[src/rtl/ptw_pkg.sv]
package ptw_pkg;

  typedef enum logic [2:0] {
    FLT_TNV = 3'd0,
    FLT_ACV = 3'd1,
    FLT_FOR = 3'd2,
    FLT_FOE = 3'd3,
    FLT_FOW = 3'd4
  } fault_e;

  typedef enum logic [1:0] {
    ACC_RD    = 2'd0,
    ACC_WR    = 2'd1,
    ACC_EX    = 2'd2,
    ACC_PROBE = 2'd3
  } acc_e;

  // Entry bit positions (the table format in memory depends on these)
  localparam int B_VALID = 0;
  localparam int B_FO_RD = 1;
  localparam int B_FO_WR = 2;
  localparam int B_FO_EX = 3;
  localparam int B_KRD   = 8;
  localparam int B_URD   = 9;
  localparam int B_KWR   = 12;
  localparam int B_UWR   = 13;

  function automatic logic [1:0] acc_report(input logic [1:0] a);
    case (a)
      ACC_RD:  return 2'b00;
      ACC_WR:  return 2'b01;
      ACC_EX:  return 2'b11;
      default: return 2'b10;
    endcase
  endfunction

endpackage

[src/rtl/ptw_va_decode.sv]
module ptw_va_decode #(
  parameter int VA_BITS = 43
) (
  input  logic [63:0] va,
  output logic        canon,
  output logic        super_hit
);
  localparam int HI_W = 64 - VA_BITS;

  // Upper bits must all copy the sign bit
  assign canon     = (va[63:VA_BITS] == {HI_W{va[63]}});
  assign super_hit = va[63] & (va[VA_BITS-1:VA_BITS-2] == 2'b10);
endmodule

[src/rtl/ptw_dir_check.sv]
module ptw_dir_check
  import ptw_pkg::*;
#(
  parameter int PAGE_BITS = 13,
  parameter int PA_W      = 32 + PAGE_BITS
) (
  input  logic [63:0]     pte,
  output logic            is_valid,
  output logic            kread_ok,
  output logic [PA_W-1:0] next_base
);
  logic unused_dir_bits;

  assign is_valid  = pte[B_VALID];
  assign kread_ok  = pte[B_KRD];
  assign next_base = PA_W'({pte[63:32], {PAGE_BITS{1'b0}}});
  assign unused_dir_bits = ^{pte[31:B_KRD+1], pte[B_KRD-1:B_VALID+1]};
endmodule

[src/rtl/ptw_leaf_perm.sv]
module ptw_leaf_perm
  import ptw_pkg::*;
(
  input  logic [63:0] pte,
  input  logic        user,
  input  logic [1:0]  acc,
  output logic        fault,
  output logic [2:0]  code,
  output logic        pr,
  output logic        pw,
  output logic        px
);
  logic rd_en, wr_en, need_r, need_w, need_x, any_need, granted, kept;
  logic unused_leaf_bits;

  assign rd_en = user ? pte[B_URD] : pte[B_KRD];
  assign wr_en = user ? pte[B_UWR] : pte[B_KWR];

  assign need_r   = (acc == ACC_RD);
  assign need_w   = (acc == ACC_WR);
  assign need_x   = (acc == ACC_EX);
  assign any_need = need_r | need_w | need_x;

  // Stage one: mode enables
  assign granted = (need_r & rd_en) | (need_w & wr_en) | (need_x & rd_en);

  // Stage two: fault-on bits withdraw what was granted
  assign pr = rd_en & ~pte[B_FO_RD];
  assign pw = wr_en & ~pte[B_FO_WR];
  assign px = rd_en & ~pte[B_FO_EX];
  assign kept = (need_r & pr) | (need_w & pw) | (need_x & px);

  always_comb begin
    fault = 1'b1;
    code  = FLT_TNV;
    if (!pte[B_VALID])           code = FLT_TNV;
    else if (any_need && !granted) code = FLT_ACV;
    else if (any_need && !kept) begin
      if (need_x)      code = FLT_FOE;
      else if (need_w) code = FLT_FOW;
      else             code = FLT_FOR;
    end else begin
      fault = 1'b0;
      code  = FLT_TNV;
    end
  end

  assign unused_leaf_bits = ^{pte[63:B_UWR+1], pte[B_KWR-1:B_URD+1], pte[B_KRD-1:B_FO_EX+1]};
endmodule

[src/rtl/ptw_walker.sv]
module ptw_walker
  import ptw_pkg::*;
#(
  parameter int VA_BITS   = 43,
  parameter int PAGE_BITS = 13,
  parameter int IDX_W     = 10,
  parameter int SP_BITS   = 40,
  parameter int PA_W      = 32 + PAGE_BITS
) (
  input  logic            clk,
  input  logic            rst_n,
  input  logic            req_valid,
  output logic            req_ready,
  input  logic [63:0]     req_va,
  input  logic            req_user,
  input  logic [1:0]      req_acc,
  input  logic [PA_W-1:0] ptbr,
  output logic            mem_req_valid,
  input  logic            mem_req_ready,
  output logic [PA_W-1:0] mem_req_addr,
  input  logic            mem_rsp_valid,
  input  logic [63:0]     mem_rsp_data,
  output logic            done,
  output logic            ok,
  output logic [2:0]      fault_code,
  output logic [PA_W-1:0] pa,
  output logic            perm_r,
  output logic            perm_w,
  output logic            perm_x,
  output logic [63:0]     fault_va,
  output logic [1:0]      fault_acc
);
  localparam logic [1:0] LVL_LEAF = 2'd2;
  localparam int         PAD_W    = PA_W - IDX_W - 3;

  typedef enum logic [1:0] {S_IDLE, S_REQ, S_WAIT, S_FIN} state_e;

  state_e          st_q;
  logic [1:0]      lvl_q;
  logic [63:0]     va_q;
  logic            user_q;
  logic [1:0]      acc_q;
  logic [PA_W-1:0] base_q;
  logic            res_ok_q, res_r_q, res_w_q, res_x_q;
  logic [2:0]      res_code_q;
  logic [PA_W-1:0] res_pa_q;

  logic            canon, super_hit;
  logic            dir_valid, dir_kread;
  logic [PA_W-1:0] dir_next;
  logic            leaf_fault, leaf_r, leaf_w, leaf_x;
  logic [2:0]      leaf_code;
  logic [IDX_W-1:0] idx;

  ptw_va_decode #(.VA_BITS(VA_BITS)) u_dec (
    .va(req_va), .canon(canon), .super_hit(super_hit)
  );

  ptw_dir_check #(.PAGE_BITS(PAGE_BITS), .PA_W(PA_W)) u_dir (
    .pte(mem_rsp_data), .is_valid(dir_valid), .kread_ok(dir_kread), .next_base(dir_next)
  );

  ptw_leaf_perm u_leaf (
    .pte(mem_rsp_data), .user(user_q), .acc(acc_q),
    .fault(leaf_fault), .code(leaf_code), .pr(leaf_r), .pw(leaf_w), .px(leaf_x)
  );

  always_comb begin
    case (lvl_q)
      2'd0:    idx = va_q[PAGE_BITS + 2*IDX_W +: IDX_W];
      2'd1:    idx = va_q[PAGE_BITS + IDX_W +: IDX_W];
      default: idx = va_q[PAGE_BITS +: IDX_W];
    endcase
  end

  assign mem_req_addr  = base_q + {{PAD_W{1'b0}}, idx, 3'b000};
  assign mem_req_valid = (st_q == S_REQ);
  assign req_ready     = (st_q == S_IDLE);
  assign done          = (st_q == S_FIN);
  assign ok            = res_ok_q;
  assign fault_code    = res_code_q;
  assign pa            = res_pa_q;
  assign perm_r        = res_r_q;
  assign perm_w        = res_w_q;
  assign perm_x        = res_x_q;
  assign fault_va      = va_q;
  assign fault_acc     = acc_report(acc_q);

  always_ff @(posedge clk) begin
    if (!rst_n) begin
      st_q       <= S_IDLE;
      lvl_q      <= 2'd0;
      va_q       <= '0;
      user_q     <= 1'b0;
      acc_q      <= ACC_RD;
      base_q     <= '0;
      res_ok_q   <= 1'b0;
      res_code_q <= FLT_TNV;
      res_pa_q   <= '0;
      res_r_q    <= 1'b0;
      res_w_q    <= 1'b0;
      res_x_q    <= 1'b0;
    end else begin
      case (st_q)
        S_IDLE: if (req_valid) begin
          va_q     <= req_va;
          user_q   <= req_user;
          acc_q    <= req_acc;
          base_q   <= ptbr;
          lvl_q    <= 2'd0;
          res_ok_q <= 1'b0;
          res_pa_q <= '0;
          res_r_q  <= 1'b0;
          res_w_q  <= 1'b0;
          res_x_q  <= 1'b0;
          if (!canon || (super_hit && req_user)) begin
            res_code_q <= FLT_ACV;
            st_q       <= S_FIN;
          end else if (super_hit) begin
            res_ok_q   <= 1'b1;
            res_code_q <= FLT_TNV;
            res_pa_q   <= PA_W'(req_va[SP_BITS-1:0]);
            res_r_q    <= 1'b1;
            res_w_q    <= 1'b1;
            res_x_q    <= 1'b1;
            st_q       <= S_FIN;
          end else begin
            st_q <= S_REQ;
          end
        end
        S_REQ: if (mem_req_ready) st_q <= S_WAIT;
        S_WAIT: if (mem_rsp_valid) begin
          if (lvl_q != LVL_LEAF) begin
            if (!dir_valid) begin
              res_code_q <= FLT_TNV;
              st_q       <= S_FIN;
            end else if (!dir_kread) begin
              res_code_q <= FLT_ACV;
              st_q       <= S_FIN;
            end else begin
              base_q <= dir_next;
              lvl_q  <= lvl_q + 2'd1;
              st_q   <= S_REQ;
            end
          end else begin
            res_code_q <= leaf_code;
            st_q       <= S_FIN;
            if (!leaf_fault) begin
              res_ok_q <= 1'b1;
              res_pa_q <= PA_W'({mem_rsp_data[63:32], va_q[PAGE_BITS-1:0]});
              res_r_q  <= leaf_r;
              res_w_q  <= leaf_w;
              res_x_q  <= leaf_x;
            end
          end
        end
        default: st_q <= S_IDLE;
      endcase
    end
  end
endmodule

[config.mk]
export PLATFORM = sky130hd
export DESIGN_NAME = ptw_walker
export DESIGN_NICKNAME = d
export VERILOG_FILES = /design/src/rtl/ptw_pkg.sv /design/src/rtl/ptw_va_decode.sv /design/src/rtl/ptw_dir_check.sv /design/src/rtl/ptw_leaf_perm.sv /design/src/rtl/ptw_walker.sv
export SDC_FILE = /design/constraint.sdc
export NUM_CORES = 1
export LEC_CHECK = 0
export ABC_AREA = 0
export CELL_PAD_IN_SITES_DETAIL_PLACEMENT = 0
export CELL_PAD_IN_SITES_GLOBAL_PLACEMENT = 1
export CORE_UTILIZATION = 28
export CTS_BUF_LIST = sky130_fd_sc_hd__clkbuf_4 sky130_fd_sc_hd__clkbuf_8
export DETAILED_ROUTE_END_ITERATION = 8
export PLACE_DENSITY = 0.9
export SKIP_CTS_REPAIR_TIMING = 1
export SYNTH_ARGS = -nofsm -noshare
export SYNTH_HDL_FRONTEND = slang
export SYNTH_SLANG_ARGS = --single-unit
[constraint.sdc]
create_clock -name clk -period 3.7 [get_ports clk]
set_input_delay 0.74 -clock clk [delete_from_list [all_inputs] [get_ports clk]]
set_output_delay 0.74 -clock clk [all_outputs]
set_load 0.1 [all_outputs]
Word level (Yosys, flattened, before mapping)
Index checks and enable logic that the tools add are counted.
{ "totals": {"reg_bits": 168, "output_inout_bits": 166} }
{ "classes": {"addsub": 2, "n_eq_ne": 19, "n_mux": 67, "bitwise": 19, "reduce_logical": 16} }
{ "op_table": {"columns": ["op", "n"], "rows": [
  ["$mux 45", 9],
  ["$pmux 45 s2", 2],
  ["$mux 40", 2],
  ["$add 45x13->45", 1],
  ["$mux 3", 12],
  ["$mux 2", 13],
  ["$eq 20x20->1", 1],
  ["$mux 1", 20],
  ["$pmux 10 s2", 1],
  ["$ne 2x2->1 const B", 8],
  ["$pmux 2 s3", 2],
  ["$and 1x1->1", 10],
  ["$reduce_and 5->1", 2],
  ["$eq 2x2->1 const B", 4],
  ["$pmux 1 s2", 4],
  ["$eq 2x1->1 const B", 3],
  ["$logic_not 2->1", 3],
  ["$or 1x1->1", 6],
  ["$pmux 3 s2", 1],
  ["$reduce_and 6->1", 1],
  ["$ne 4x4->1 const B", 1],
  ["$pmux 2 s2", 1],
  ["$logic_and 1x1->1", 3],
  ["$logic_not 1->1", 3],
  ["8 further kinds", 10]
]} }

Logic depth before layout (Yosys ltp)
{ "logic_depth": {"ltp_word": 14, "depth_mapped": 16} }

Cells and area by module
Synthesis repeated with hierarchy kept, for this count alone.
{ "unflattened": {"cells_unflattened": 1105, "hier_area_um2": 8614.5} }
{ "by_module_without_submodules": {"columns": ["mod", "instances", "cells_per_inst", "area_each_um2", "seq_area_each_um2"], "rows": [
  ["ptw_walker", 1, 1018, 8001.4, 3363.2],
  ["ptw_dir_check", 1, 48, 356.6, 0.0],
  ["ptw_leaf_perm", 1, 20, 132.6, 0.0],
  ["ptw_va_decode", 1, 19, 123.9, 0.0]
]} }

Least setup slack after synthesis
Ideal clock, no wire load.
{ "synth_path": {"path_kind": "reg2out", "from": "register va_q[33] (netlist: fault_va[33])", "to": "output port mem_req_addr[25]", "t_arrival_ns": 4.777, "required_ns": 2.960, "path_slack_ns": -1.817, "path_stages_with_launch": 14, "cell_sequence": "dfxtp_1 a22oi_1 nand2_1 ha_1 inv_1 fa_1 inv_1 a21oi_1 o21bai_1 a2111oi_0 o31ai_1 buf_4 nand3_1 xnor2_1"} }
{ "synth_between": {"elab_chain_len": 2} }
{ "synth_lines": {"columns": ["item", "line", "source"], "rows": [
  ["start, declared", "ptw_walker.sv:40", "logic [63:0] va_q;"],
  ["start signal, assigned", "ptw_walker.sv:106", "va_q <= req_va;"],
  ["$pmux 10 s2", "ptw_walker.sv:69", "case (lvl_q)"],
  ["$add 45x13->45", "ptw_walker.sv:76", "assign mem_req_addr = base_q + {{PAD_W{1'b0}}, idx, 3'b000};"],
  ["end, declared", "ptw_walker.sv:20", "output logic [PA_W-1:0] mem_req_addr,"]
]} }
Every way passes these cells.

Final worst setup path
{ "layout_path": {"from": "register lvl_q[0]", "to": "output port mem_req_addr[41]"} }
{ "layout_between": {"elab_chain_len": 3, "word_cells_on_any_way": 4, "cone_classes": "add/sub (1); eq/ne (1); mux (1); reduce/logical (1)"} }
{ "layout_lines": {"columns": ["item", "line", "source"], "rows": [
  ["start, declared", "ptw_walker.sv:39", "logic [1:0] lvl_q;"],
  ["start signal, assigned", "ptw_walker.sv:142", "lvl_q <= lvl_q + 2'd1;"],
  ["$eq 2x1->1 / $logic_not 2->1 (equally long branches)", "ptw_walker.sv:69", null],
  ["$pmux 10 s2 *", "ptw_walker.sv:69", null],
  ["$add 45x13->45 *", "ptw_walker.sv:76", null]
]} }
Every way passes the cells marked *; elsewhere a longest branch is shown, timed or not.

==> results summary <==
The average via count per standard cell came out at 4.90. The die width is 174 um. The number of clock buffers added by TritonCTS is 17. STA classifies the critical path startpoint as a flop.

The clock sink count is 168. A synthesized cell averages 8.16 um^2. The initial utilization of the core area, before any placement, comes to 28.6%. VDD sags by at most 0.266 mV. Leaving out filler cells and counting taps, the final layout contains 1,736. The remaining routing DRC violations is 0.

The depth of the most critical reg-to-reg path came out at 9. Registers take 0.00338 mm^2. The number of warnings reported in the yosys synthesis log is 0.

The startpoint of the lowest-slack register-to-register path is acc_q[1]. At the later pin of the worst-skew pair, clock insertion delay measures 0.46 ns. Entering global routing, the biggest net connects 79 pins. Clock-pin slew was measured on the worst setup and hold paths at 0.10 ns. The total leakage power is 0.00559 uW. The number of nets in the layout is 1,539. The most instantiated flip-flop cell in the synthesis netlist is dfxtp_1. The standard-cell row count is 62. The layout filler cell count came out at 2,700. The launch point of the worst path is lvl_q[0].

The normalized max-slew margin is 29.6%. The worst hold path belongs to the class reg -> reg. The sequential-to-total area share from yosys stat is 40.8%. After layout, the worst path uses 118% of the clock period.

The most numerous cell in the Yosys netlist is nand2_1. On the worst path, the slowest cell contributes a delay of 0.40 ns. The actual slew at the worst max-slew pin came out at 1.05 ns. Once detailed placement completed, the half-perimeter wirelength came to 23.5 mm. The number of failing hold endpoints at the final stage was 0.

The share of the synthesized area in the top cell type is 40.8%. The global-route wire length before repair is 48.1 mm. The cell area after synthesis came out at 0.00825 mm^2. The kind of cell with the highest combined delay along the critical path is buffers and inverters. The top-level I/O count came out at 347. The number of violations reported at the end of detailed-routing iteration 0 is 459. The max-slew violation total from the final report is 0. The number of maximum-capacitance violations came out at 0. The endpoint of the worst hold-timing path is fault_va[54]. The synthesized design contains 168 register bits. The overall power consumption came out at 6800 uW. The CTS root buffer is clkbuf_8.

The detailed-route via count is 8,504. In this run the worst path has a maximum fanout of 7. The die outline height came out at 174 um. The area taken by multi-input logic gates came out at 0.00556 mm^2. The utilization of the core after routing is 48.8%.

The number of distinct library cells after synthesis is 52. The worst register-to-register path ends at pa[21]. The signed area change from the synthesized netlist to the final layout came out at 70.8%.

The final reports fail on setup timing. The slack of the worst reg-to-reg path came out at 1.29 ns. The data required time at the worst endpoint came out at 2.96 ns. The clock tree buffer depth came out at 2. The total non-filler cell area in the finished layout is 0.0141 mm^2.

For this block, the routed nets add up to 32.1 mm of wire. The synthesized design spends more area on one cell type than any other, namely dfxtp_1. The kind of end point of the critical path is a primary output.

The critical path is of the reg -> out type. The worst path arrival time is 3.63 ns. For this run, the detailed router's first-pass iteration total came to 5. The startpoint identified for the worst hold timing path is fault_va[54]. The number of antenna violations at the first check in global routing is 2. Setup repair after global routing could not meet its margin everywhere. Counting tap cells, the placed design contains a total of 1,680 instances. The depth of the worst hold-timing path is 2. The placement-stage cell area came out at 0.0133 mm^2. The number of levels in the clock H-tree is 4. The aggregate negative setup slack is -18.64 ns. The total of endpoints with negative setup slack in the final report is 37. The final global-route overflow total is 0. Once routing completed, OpenROAD measured the worst setup slack at -0.667 ns. For the finished layout, the period the worst path requires is 4.37 ns. Traced cell by cell, the critical path runs through inv_4 > ha_4 > buf_4 > a22oi_1 > nand2_1 > ha_1 > inv_1 > o21bai_2 > a2111oi_4 > o31ai_4 > buf_12 > buf_8 > buf_4 > nand3_4 > xnor2_4 > buf_12. Yosys attributes the largest share of cell area to dfxtp_1 (41%), nand2_1 (12%), a21boi_0 (6.7%), o211a_1 (3.9%), xnor2_1 (3.8%). For this run, the top clock speed supported by timing is 0.229 GHz. The aggregate global-route resource usage came out at 20.6%. The die footprint came out at 0.0301 mm^2. After synthesis, the share of flip-flops with an asynchronous set or reset is 0%.

By count the netlist is led by nand2_1 (265), dfxtp_1 (168), a21boi_0 (74). During placement, the flow inserted port buffers numbering 322. The number of antenna repair diodes is 0.

The count of nets left with antenna violations once routing finished came out at 0. Synthesis produced a netlist with a net count of 1,211. The flow ran to the end, but the final reports show violations. The gate count of the mapped netlist came out at 1,011. The number of global-route vias before repair is 8,433. Together, buffers and inverters on the worst path number 7. The weighted congestion at the end of routability-driven global placement came out at 0.847. The number of synthesized flops with an enable pin is 0. For this design the ratio of total power to cell area is 483 mW/mm^2. The worst setup skew after layout is 0.0164 ns. TritonCTS built the clock tree. The floorplan step defined a core boundary enclosing 0.0289 mm^2. The largest individual stage delay along the critical path comes from the cell dfxtp_4.

Of the cells placed in the final design, the portion with a size suffix greater than 1 is 19.5%. The average wire per cell in the routed design came out at 18.5 um.
cells by family (layout without fill, tap and decap cells):
kind of cell	count (synthesis)	count (layout)	share of synthesized area, %
flops	168	168	40.8
compound gates	257	257	23.4
xor+xnor	40	40	4.25
fa+ha+maj	19	19	2.97
mux	4	4	0.485
simple gates	433	433	22.8
buf+inv	90	431	5.28
layout by cell type (no fill, tap or decap), types with 4 or more instances in the layout:
master,Yosys,routed
nand2b_1,4,4
xnor2_4,0,32
ha_4,0,4
nand4_1,15,15
o21a_1,5,4
nand2_1,265,259
inv_1,14,9
nor2_1,33,28
a31oi_1,31,30
o211a_1,32,32
dfxtp_2,0,7
buf_4,4,53
a21o_1,5,5
inv_8,0,4
nor2_4,0,4
a21boi_0,74,74
a22oi_1,22,21
a221oi_2,10,10
and2_1,6,6
nand3_4,0,15
buf_6,1,9
nor3_1,12,11
ha_1,18,11
a21oi_1,12,7
clkbuf_8,0,17
nand3_1,59,44
o21ai_0,48,46
dfxtp_1,168,159
clkdlybuf4s50_1,0,270
nor2b_1,18,18
nand2_4,0,4
inv_2,0,4
a21oi_2,0,4
inv_6,0,6
buf_12,3,50
and3_1,9,8
mux2i_1,4,4
per-layer routing:
layer  GRT usage (%)  wire (um)
met1            24.6      13500
met2            35.8      15700
met3            5.42       1970
met4            6.94        807
met5               0         29
final cells by class:
class,count,area share [%]
Clock buffer,18,1.71
Clock inverter,14,0.923
Inverter,15,0.417
Multi-Input combinational cell,753,39.4
Sequential cell,168,24.0
Tap cell,384,3.41
Timing Repair Buffer,384,30.1
per-stage QoR:
stage	setup slack, ns	hold slack (ns)
floorplan	-0.403	0.476
global placement	-0.0772	0.450
detailed placement	-0.0969	0.455
CTS	-0.621	0.470
global route	-0.861	0.490
finish	-0.667	0.468
report_power, final:
group          internal (uW)  leakage, uW  switching [uW]  total, uW
Sequential              2000      0.00138             218       2220
Clock                    506     0.000187             807       1310
Combinational           1050      0.00402            2220       3260
Total                   3560      0.00559            3240       6800
state kept, by name, indices dropped and copies added, names as in the netlist:
signal      count
lvl_q           2
fault_code      3
st_q            2
perm_r          1
pa             45
acc_q           2
perm_w          1
fault_va       64
base_q         45
user_q          1
ok              1
perm_x          1
worst min-delay path, stage by stage (launching register included):
cell and delay [ns]:
dfxtp_1 0.32, nand2_1 0.05, a21boi_0 0.06
worst max-delay path by stage:
stage / end / slack (ns) / cells past startpoint
3_3_place_gp: mem_req_addr[37] / -0.08 / 18
5_1_grt: mem_req_addr[33] / -0.86 / 15
3_5_place_dp: mem_req_addr[37] / -0.1 / 18
4_1_cts: mem_req_addr[37] / -0.62 / 18
2_1_floorplan: mem_req_addr[25] / -0.40 / 16
6_report: mem_req_addr[41] / -0.67 / 16
Power figures use the tool's default switching activity.
